**config.mk**
```make
export PLATFORM = sky130hd
export DESIGN_NAME = boot_stream_tx
export DESIGN_NICKNAME = d
export VERILOG_FILES = /design/src/rtl/bstx_pkg.sv /design/src/rtl/bstx_bank.sv /design/src/rtl/bstx_seq.sv /design/src/rtl/bstx_shift.sv /design/src/rtl/boot_stream_tx.sv
export SDC_FILE = /design/constraint.sdc
export NUM_CORES = 2
export LEC_CHECK = 0
export ABC_AREA = 1
export CORE_ASPECT_RATIO = 1.75
export CORE_MARGIN = 5
export CORE_UTILIZATION = 63
export DETAILED_ROUTE_END_ITERATION = 12
export DONT_BUFFER_PORTS = 1
export PLACE_DENSITY_LB_ADDON = 0.2
export SETUP_SLACK_MARGIN = 0.2
export SLEW_MARGIN = 25
export SYNTH_ARGS = -nofsm -noshare
export SYNTH_HDL_FRONTEND = slang
export SYNTH_SLANG_ARGS = --single-unit
```
**constraint.sdc**
```tcl
create_clock -name clk -period 3.5 [get_ports clk]
set_input_delay 0 -clock clk [delete_from_list [all_inputs] [get_ports clk]]
set_output_delay 0 -clock clk [all_outputs]
set_load 0.01 [all_outputs]
```
**src/rtl/bstx_pkg.sv**
```systemverilog
package bstx_pkg;
   localparam int WORD_BYTES = 4;
   localparam int WORD_BITS  = 8 * WORD_BYTES;

   typedef logic [WORD_BITS-1:0] word_t;
   typedef logic [7:0]           byte_t;

   // lane 0 is the byte sent first and sits in the top bits of the word
   function automatic byte_t lane_byte(word_t w, logic [1:0] lane);
      return w[(WORD_BITS - 1) - 8 * int'(lane) -: 8];
   endfunction
endpackage

```
**src/rtl/bstx_bank.sv**
```systemverilog
module bstx_bank
   import bstx_pkg::*;
#(
   parameter  int BUF_BYTES = 128,
   localparam int WORDS     = BUF_BYTES / WORD_BYTES,
   localparam int AW        = $clog2(WORDS),
   localparam int IW        = $clog2(BUF_BYTES)
) (
   input  logic          clk,
   input  logic          wr_en,
   input  logic          wr_buf,
   input  logic [AW-1:0] wr_addr,
   input  word_t         wr_data,
   input  logic [1:0]    wr_allow,
   input  logic          rd_buf,
   input  logic [IW-1:0] rd_idx,
   output byte_t         rd_byte
);
   word_t [1:0] rd_word;

   for (genvar b = 0; b < 2; b++) begin : g_half
      word_t mem [WORDS];

      always_ff @(posedge clk) begin
         if (wr_en && (wr_buf == 1'(b)) && wr_allow[b])
            mem[wr_addr] <= wr_data;
      end

      assign rd_word[b] = mem[rd_idx[IW-1:2]];
   end

   assign rd_byte = lane_byte(rd_word[rd_buf], rd_idx[1:0]);
endmodule

```
**src/rtl/bstx_seq.sv**
```systemverilog
module bstx_seq #(
   parameter  int BUF_BYTES = 128,
   localparam int IW        = $clog2(BUF_BYTES),
   localparam int LW        = $clog2(BUF_BYTES + 1)
) (
   input  logic          clk,
   input  logic          rst_n,
   input  logic          start,
   input  logic          abort,
   input  logic          seal,
   input  logic          seal_buf,
   input  logic [LW-1:0] seal_len,
   output logic [1:0]    ready,
   output logic          emit,
   output logic          cur,
   output logic [IW-1:0] byte_idx,
   output logic [2:0]    bit_idx
);
   logic [LW-1:0] len_q [2];
   logic          active;
   logic          last;
   logic          seal_ok;
   logic          go;

   assign emit    = active && ready[cur];
   assign last    = emit && (bit_idx == 3'd7) &&
                    (byte_idx == IW'(len_q[cur] - LW'(1)));
   assign seal_ok = seal && !ready[seal_buf] && (seal_len != '0) &&
                    (seal_len <= LW'(BUF_BYTES));
   assign go      = start && !active && (&ready);

   always_ff @(posedge clk or negedge rst_n) begin
      if (!rst_n) begin
         ready    <= '0;
         active   <= 1'b0;
         cur      <= 1'b0;
         byte_idx <= '0;
         bit_idx  <= '0;
         for (int i = 0; i < 2; i++) len_q[i] <= '0;
      end else if (abort) begin
         ready    <= '0;
         active   <= 1'b0;
         cur      <= 1'b0;
         byte_idx <= '0;
         bit_idx  <= '0;
      end else begin
         if (go) begin
            active   <= 1'b1;
            cur      <= 1'b0;
            byte_idx <= '0;
            bit_idx  <= '0;
         end
         if (emit) begin
            bit_idx <= bit_idx + 3'd1;
            if (bit_idx == 3'd7) begin
               if (last) begin
                  byte_idx <= '0;
                  cur      <= ~cur;
               end else begin
                  byte_idx <= byte_idx + IW'(1);
               end
            end
         end
         for (int i = 0; i < 2; i++) begin
            if (last && (cur == 1'(i))) begin
               ready[i] <= 1'b0;
            end else if (seal_ok && (seal_buf == 1'(i))) begin
               ready[i] <= 1'b1;
               len_q[i] <= seal_len;
            end
         end
      end
   end

   AST_START_FULL: assert property (@(posedge clk) disable iff (!rst_n)
      $rose(active) |-> ($past(ready) == 2'b11));
   AST_ABORT_CLEAR: assert property (@(posedge clk) disable iff (!rst_n)
      abort |=> ((ready == 2'b00) && !active && (byte_idx == '0) && (bit_idx == '0)));
   AST_ALTERNATE: assert property (@(posedge clk) disable iff (!rst_n)
      (last && !abort) |=> (cur != $past(cur)));

   for (genvar g = 0; g < 2; g++) begin : g_chk
      AST_SEAL_RANGE: assert property (@(posedge clk) disable iff (!rst_n)
         $rose(ready[g]) |-> ((len_q[g] != '0) && (len_q[g] <= LW'(BUF_BYTES))));
      AST_SEALED_HELD: assert property (@(posedge clk) disable iff (!rst_n)
         (ready[g] && !abort && !(last && (cur == 1'(g)))) |=>
            (ready[g] && $stable(len_q[g])));
   end
endmodule

```
**src/rtl/bstx_shift.sv**
```systemverilog
module bstx_shift
   import bstx_pkg::*;
(
   input  logic       clk,
   input  logic       rst_n,
   input  logic       abort,
   input  logic       emit,
   input  byte_t      rd_byte,
   input  logic [2:0] bit_idx,
   output logic       dat0
);
   logic sh_bit;

   always_ff @(posedge clk or negedge rst_n) begin
      if (!rst_n)
         sh_bit <= 1'b1;
      else if (abort || !emit)
         sh_bit <= 1'b1;
      else
         sh_bit <= rd_byte[3'd7 - bit_idx];
   end

   // the line is retimed to the falling edge for the host to sample on the rise
   always_ff @(negedge clk or negedge rst_n) begin
      if (!rst_n)
         dat0 <= 1'b1;
      else
         dat0 <= sh_bit;
   end
endmodule

```
**src/rtl/boot_stream_tx.sv**
```systemverilog
module boot_stream_tx
   import bstx_pkg::*;
#(
   parameter  int BUF_BYTES = 128,
   localparam int AW        = $clog2(BUF_BYTES / WORD_BYTES),
   localparam int IW        = $clog2(BUF_BYTES),
   localparam int LW        = $clog2(BUF_BYTES + 1)
) (
   input  logic                 clk,
   input  logic                 rst_n,
   input  logic                 start,
   input  logic                 abort,
   input  logic                 wr_en,
   input  logic                 wr_buf,
   input  logic [AW-1:0]        wr_addr,
   input  logic [WORD_BITS-1:0] wr_data,
   input  logic                 seal,
   input  logic                 seal_buf,
   input  logic [LW-1:0]        seal_len,
   output logic [1:0]           buf_free,
   output logic                 dat0
);
   if (BUF_BYTES < 2 * WORD_BYTES) begin : g_err_small
      $error("BUF_BYTES must hold at least two words");
   end
   if ((BUF_BYTES & (BUF_BYTES - 1)) != 0) begin : g_err_pow2
      $error("BUF_BYTES must be a power of two");
   end

   logic [1:0]    ready;
   logic          emit;
   logic          cur;
   logic [IW-1:0] byte_idx;
   logic [2:0]    bit_idx;
   byte_t         rd_byte;

   bstx_seq #(.BUF_BYTES(BUF_BYTES)) u_seq (
      .clk      (clk),
      .rst_n    (rst_n),
      .start    (start),
      .abort    (abort),
      .seal     (seal),
      .seal_buf (seal_buf),
      .seal_len (seal_len),
      .ready    (ready),
      .emit     (emit),
      .cur      (cur),
      .byte_idx (byte_idx),
      .bit_idx  (bit_idx)
   );

   bstx_bank #(.BUF_BYTES(BUF_BYTES)) u_bank (
      .clk      (clk),
      .wr_en    (wr_en),
      .wr_buf   (wr_buf),
      .wr_addr  (wr_addr),
      .wr_data  (wr_data),
      .wr_allow (~ready),
      .rd_buf   (cur),
      .rd_idx   (byte_idx),
      .rd_byte  (rd_byte)
   );

   bstx_shift u_shift (
      .clk     (clk),
      .rst_n   (rst_n),
      .abort   (abort),
      .emit    (emit),
      .rd_byte (rd_byte),
      .bit_idx (bit_idx),
      .dat0    (dat0)
   );

   assign buf_free = ~ready;

   AST_IDLE_HIGH: assert property (@(posedge clk) disable iff (!rst_n)
      !emit |=> dat0);
   AST_ABORT_HIGH: assert property (@(posedge clk) disable iff (!rst_n)
      abort |=> (dat0 && (buf_free == 2'b11)));
endmodule

```
# After elaboration in Yosys (flattened, before gate mapping)
# Memory sizes are Yosys's and may differ from the RTL's.
# Cells that the tools add are included.
[totals]
ff_bits = 30
ramBits = 2048
in_bits = 53
out_inout_bits = 3
word_cells = 97
mem_count = 2
[classes]
add_sub_neg = 5
magnitude_cmp = 5
eq_ne = 2
shifts = 1
n_mux = 36
bitwise_logic = 8
reduce_logical = 28
[memory_table]
columns = ["memory", "depth", "word_bits", "rd", "rd_ports_with_merged_regs", "write_ports", "line", "rtl"]
rows = [
  ["u_bank.g_half[0].mem", 32, 32, 1, 0, 1, "bstx_bank.sv:22", "word_t mem [WORDS];"],
  ["u_bank.g_half[1].mem", 32, 32, 1, 0, 1, "bstx_bank.sv:22", ""],
]
[op_table]
columns = ["operator", "n"]
rows = [
  ["32-bit two-way mux", 2],
  ["7-bit two-way mux", 8],
  ["39-bit by 32-bit indexed part select with 8-bit output", 1],
  ["1-bit two-way mux", 21],
  ["1-bit logical AND", 16],
  ["3-bit two-way mux", 3],
  ["3-bit nonzero test", 3],
  ["8-bit <= comparator (second input constant)", 1],
  ["8-bit nonzero test", 1],
  ["7-bit by 1-bit adder with 7-bit output (second input constant)", 1],
  ["7-bit == test", 1],
  ["7-bit by 1-bit subtractor with 7-bit output (second input constant)", 1],
  ["1-bit inverter", 6],
  ["3-bit AND reduction", 2],
  ["5-bit by 5-bit subtractor with 6-bit output (first input constant)", 1],
  ["1-bit by 2-bit less-than comparator with 1-bit output (second input constant)", 2],
  ["3-bit by 4-bit less-than comparator with 1-bit output (second input constant)", 1],
  ["3-bit by 1-bit adder with 3-bit output (second input constant)", 1],
  ["1-bit binary-select mux with 3-bit select", 1],
  ["3-bit == test (second input constant)", 1],
  ["1-bit logical NOT", 3],
  ["3-bit subtractor (first input constant)", 1],
  ["2-bit >= comparator (second input constant)", 1],
  ["2-bit two-way mux", 1],
  ["other kinds (5)", 5],
]

# Longest topological paths before layout
[logic_depth]
word_depth = 11
mapped_depth = 19
ltp_nobuf = 15

# Modules after synthesis
# A second synthesis with hierarchy kept.
[unflattened]
hier_cells = 7026
hier_area_um2 = 84402.2
[by_module_without_submodules]
columns = ["module", "n_inst", "cells_each", "area_per_inst_um2", "seq_area_each_um2"]
rows = [
  ["bstx_bank", 1, 6730, 82360.2, 61499.0],
  ["bstx_seq", 1, 261, 1854.3, 700.7],
  ["bstx_shift", 1, 33, 180.2, 52.6],
  ["boot_stream_tx", 1, 2, 7.5, 0.0],
]

==> flow_metrics.env <==
export IMPL_path_cells="inv_16 -> buf_12 -> nand2_1 -> nand3_1 -> nand3_1 -> nand3_1 -> nand3_1 -> nand3_1 -> nand3_1 -> nand2_1 -> nand2_1 -> nand2_1 -> nand2_1 -> nand3_1 -> nand3_1 -> nand3_1"
export IMPL_grt_max_degree=116
export IMPL_report_final_hold_viol_count=0
export IMPL_io_pins=56
export IMPL_dpl_cell_count=8392
export IMPL_startpoint_type="register"
export IMPL_period_share=0.940
export IMPL_arrival_ps=4040
export IMPL_grt_busiest_layer="met2"
export IMPL_drive_gt1_frac=0.0846
export IMPL_placed_cell_area_um2=86900
export IMPL_dieArea_um2=141000
export IMPL_ys_seq_area_frac=0.742
export IMPL_synthTopCellsByArea="edfxtp_1 (73%), nand3_1 (12%), nand2_1 (9.7%)"
export IMPL_max_cap_violations=0
export IMPL_finClkSkew_ps=34.6
export IMPL_critical_path_class="register to register"
export IMPL_synth_area_um2=83900
export IMPL_drv_slew=0
export IMPL_syn_to_final_growth_pct=12.0
export IMPL_rows=177
export IMPL_leakage_nw=32.6
export IMPL_synth_commonest_cells="nand2_1 (2167), edfxtp_1 (2048), nand3_1 (2028), buf_2 (263), clkbuf_1 (113)"
export IMPL_hp_class="input pin to register"
export IMPL_remaining_drc_errors=0
export IMPL_clock_sinks=2078
export IMPL_worstPathRequired_ps=4250
export IMPL_synth_avg_cell_area_um2=12.1
export IMPL_root_buffer="clkbuf_16"
export IMPL_cts_tree="yes"
export IMPL_fin_area_um2=94000
export IMPL_ant_nets=0
export IMPL_insertion_delay_ps=810
export IMPL_start_util=0.633
export IMPL_synth_warning_count=0
export IMPL_numCtsBuffers=171
export IMPL_final_setup_tns_ps=0
export IMPL_async_flop_share=0.0144
export IMPL_yosysMostFrequentCell="nand2_1"
export IMPL_drt_total_wl_um=236000
export IMPL_synth_seq_cells=2078
export IMPL_clk_pin_slew_worst_paths_ps=70
export IMPL_fmax_mhz=304
export IMPL_slowest_delay_ps=580
export IMPL_track_usage=0.329
export IMPL_core_um2=133000
export IMPL_min_period_ps=3290
export IMPL_synth_edf_count=2048
export IMPL_die_w_um=286
export IMPL_grt_pass1_wl_um=346000
export IMPL_setup_viol=0
export IMPL_gp_congestion=0.955
export IMPL_synth_cell_types=40
export IMPL_grtUsageMet3=0.0642
export IMPL_grt_pass1_vias=55340
export IMPL_slowest_stage="dfrtp_4"
export IMPL_ir_drop_mv=0.530
export IMPL_vias=57121
export IMPL_instances_no_fill=8818
export IMPL_cts_buffer_depth=3
export IMPL_drt_iter0_drc=8131
export IMPL_die_height_um=493
export IMPL_yosysTopAreaCell="edfxtp_1"
export IMPL_slew_headroom=0.417
export IMPL_wl_per_cell_um=26.8
export IMPL_status="finished clean"
export IMPL_rsz0062_at_grt="true"
export IMPL_power_density_nw_per_um2=501
export IMPL_crit_buf_inv=2
export IMPL_final_nets=7034
export IMPL_crit_family="simple AND/OR/NAND/NOR gates"
export IMPL_dr_pass1_iters=9
export IMPL_dp_hpwl_um=126000
export IMPL_gr_usage_met2=0.537
export IMPL_syn_nets=6999
export IMPL_syn_instance_count=6942
export IMPL_h_tree_depth=4
export IMPL_io_buffers=0
export IMPL_tightest_slew_ps=875
export IMPL_cp_end_kind="register"
export IMPL_crit_fanout=67
export IMPL_synth_top_area_share=0.733
export IMPL_met1_usage=0.430
export IMPL_worst_path_most_repeated_cell="nand3_1"
export IMPL_synth_flop_cell="edfxtp_1"
export IMPL_antenna_found_initial=9
export IMPL_grt_overflow=0
export IMPL_viasPerCell=6.48
## routing by layer
metal,vias up,wire length [um]
li1,24806,-
met1,27557,81700
met2,3997,114000
met3,757,27500
met4,4,13000
met5,-,75
## flip-flops by register name, summed over array words and instances, names as in the netlist
name               flops
u_shift.sh_bit         1
u_seq.byte_idx         7
u_seq.len_q           14
u_seq.cur              1
u_shift.dat0           1
u_bank.g_half.mem   2048
u_seq.active           1
u_seq.bit_idx          3
u_seq.ready            2
## cells in the final DEF, fill, tap and decap left out, types with 5 or more instances in the layout
master	netlist	final
nor3_1	9	9
nand3_1	2028	2026
clkinv_1	2	41
clkbuf_1	113	42
nor2_4	0	64
inv_6	0	6
edfxtp_1	2048	2048
o21ai_2	16	16
buf_4	37	143
dlygate4sd3_1	0	68
nand2_2	7	7
a21oi_1	11	11
buf_12	2	74
nand4_1	5	5
nand2_1	2167	2166
bufinv_16	0	10
inv_1	30	28
buf_16	0	35
xor2_1	11	10
clkbuf_16	0	175
dfrtp_1	28	22
o21ai_0	7	7
nor2_1	77	13
clkinv_2	1	30
## cell families after synthesis
| group | Yosys count | synth area share |
|---|---|---|
| compound gates | 40 | 0.00328 |
| xor+xnor | 12 | 0.00125 |
| fa+ha+maj | 4 | 0.000596 |
| buf+inv | 501 | 0.0287 |
| flops | 2078 | 0.742 |
| mux | 3 | 0.000402 |
| simple gates | 4304 | 0.224 |
## worst paths after layout
path                            cells after the start              start             end  slack (ps)
worst max-delay path                               16  u_seq.byte_idx[2]  u_shift.sh_bit         210
worst min-delay path                                6        seal_len[2]  u_seq.ready[0]          80
worst max register to register                     16  u_seq.byte_idx[2]  u_shift.sh_bit         210
worst min register to register                      2     u_seq.len_q[0]  u_seq.len_q[0]         490
max in group asynchronous                           0              rst_n    u_shift.dat0        2670
min in group asynchronous                           4              rst_n  u_seq.len_q[3]         280
## where the power goes
group / internal, mW / switching [mW] / total (mW)
sequential: 27.4 / 0.0445 / 27.5
clock: 9.97 / 8.59 / 18.6
combinational: 0.271 / 0.732 / 1.00
## through the flow
stage	hold slack [ps]	utilization	power, mW	setup slack [ps]
2_1_floorplan	-296	-	28.3	810
3_3_place_gp	-295	0.655	28.4	213
3_5_place_dp	-295	0.655	28.4	219
4_1_cts	5.32	0.707	47.1	203
5_1_grt	88.8	0.708	48.2	175
6_report	80.0	0.709	47.1	209
## tightest hold or removal path, stage by stage
cell	delay (ps)
nor4_1	30
nand4_1	100
o21ai_0	120
nor2_1	220
nand3_4	240
nand2_1	130
## cell type report
cell class / instances / area [um2]
Antenna cell: 4 / 10.0
Fill cell: 8515 / 38700
Clock inverter: 92 / 779
Sequential cell: 2078 / 62300
Timing Repair inverter: 1 / 11.3
Inverter: 36 / 194
Tap cell: 1700 / 2130
Timing Repair Buffer: 325 / 4270
Multi-Input combinational cell: 4363 / 19800
Clock buffer: 219 / 4550
## what timing repair did
| action | CTS | global route |
|---|---|---|
| gates resized for setup | 0 | 10 |
| endpoints found under the hold margin | 2781 | 0 |
| setup buffers | 0 | 8 |
| setup endpoints to repair | 0 | 3 |
| hold buffers | 102 | 0 |
Power figures use the tool's default switching activity.
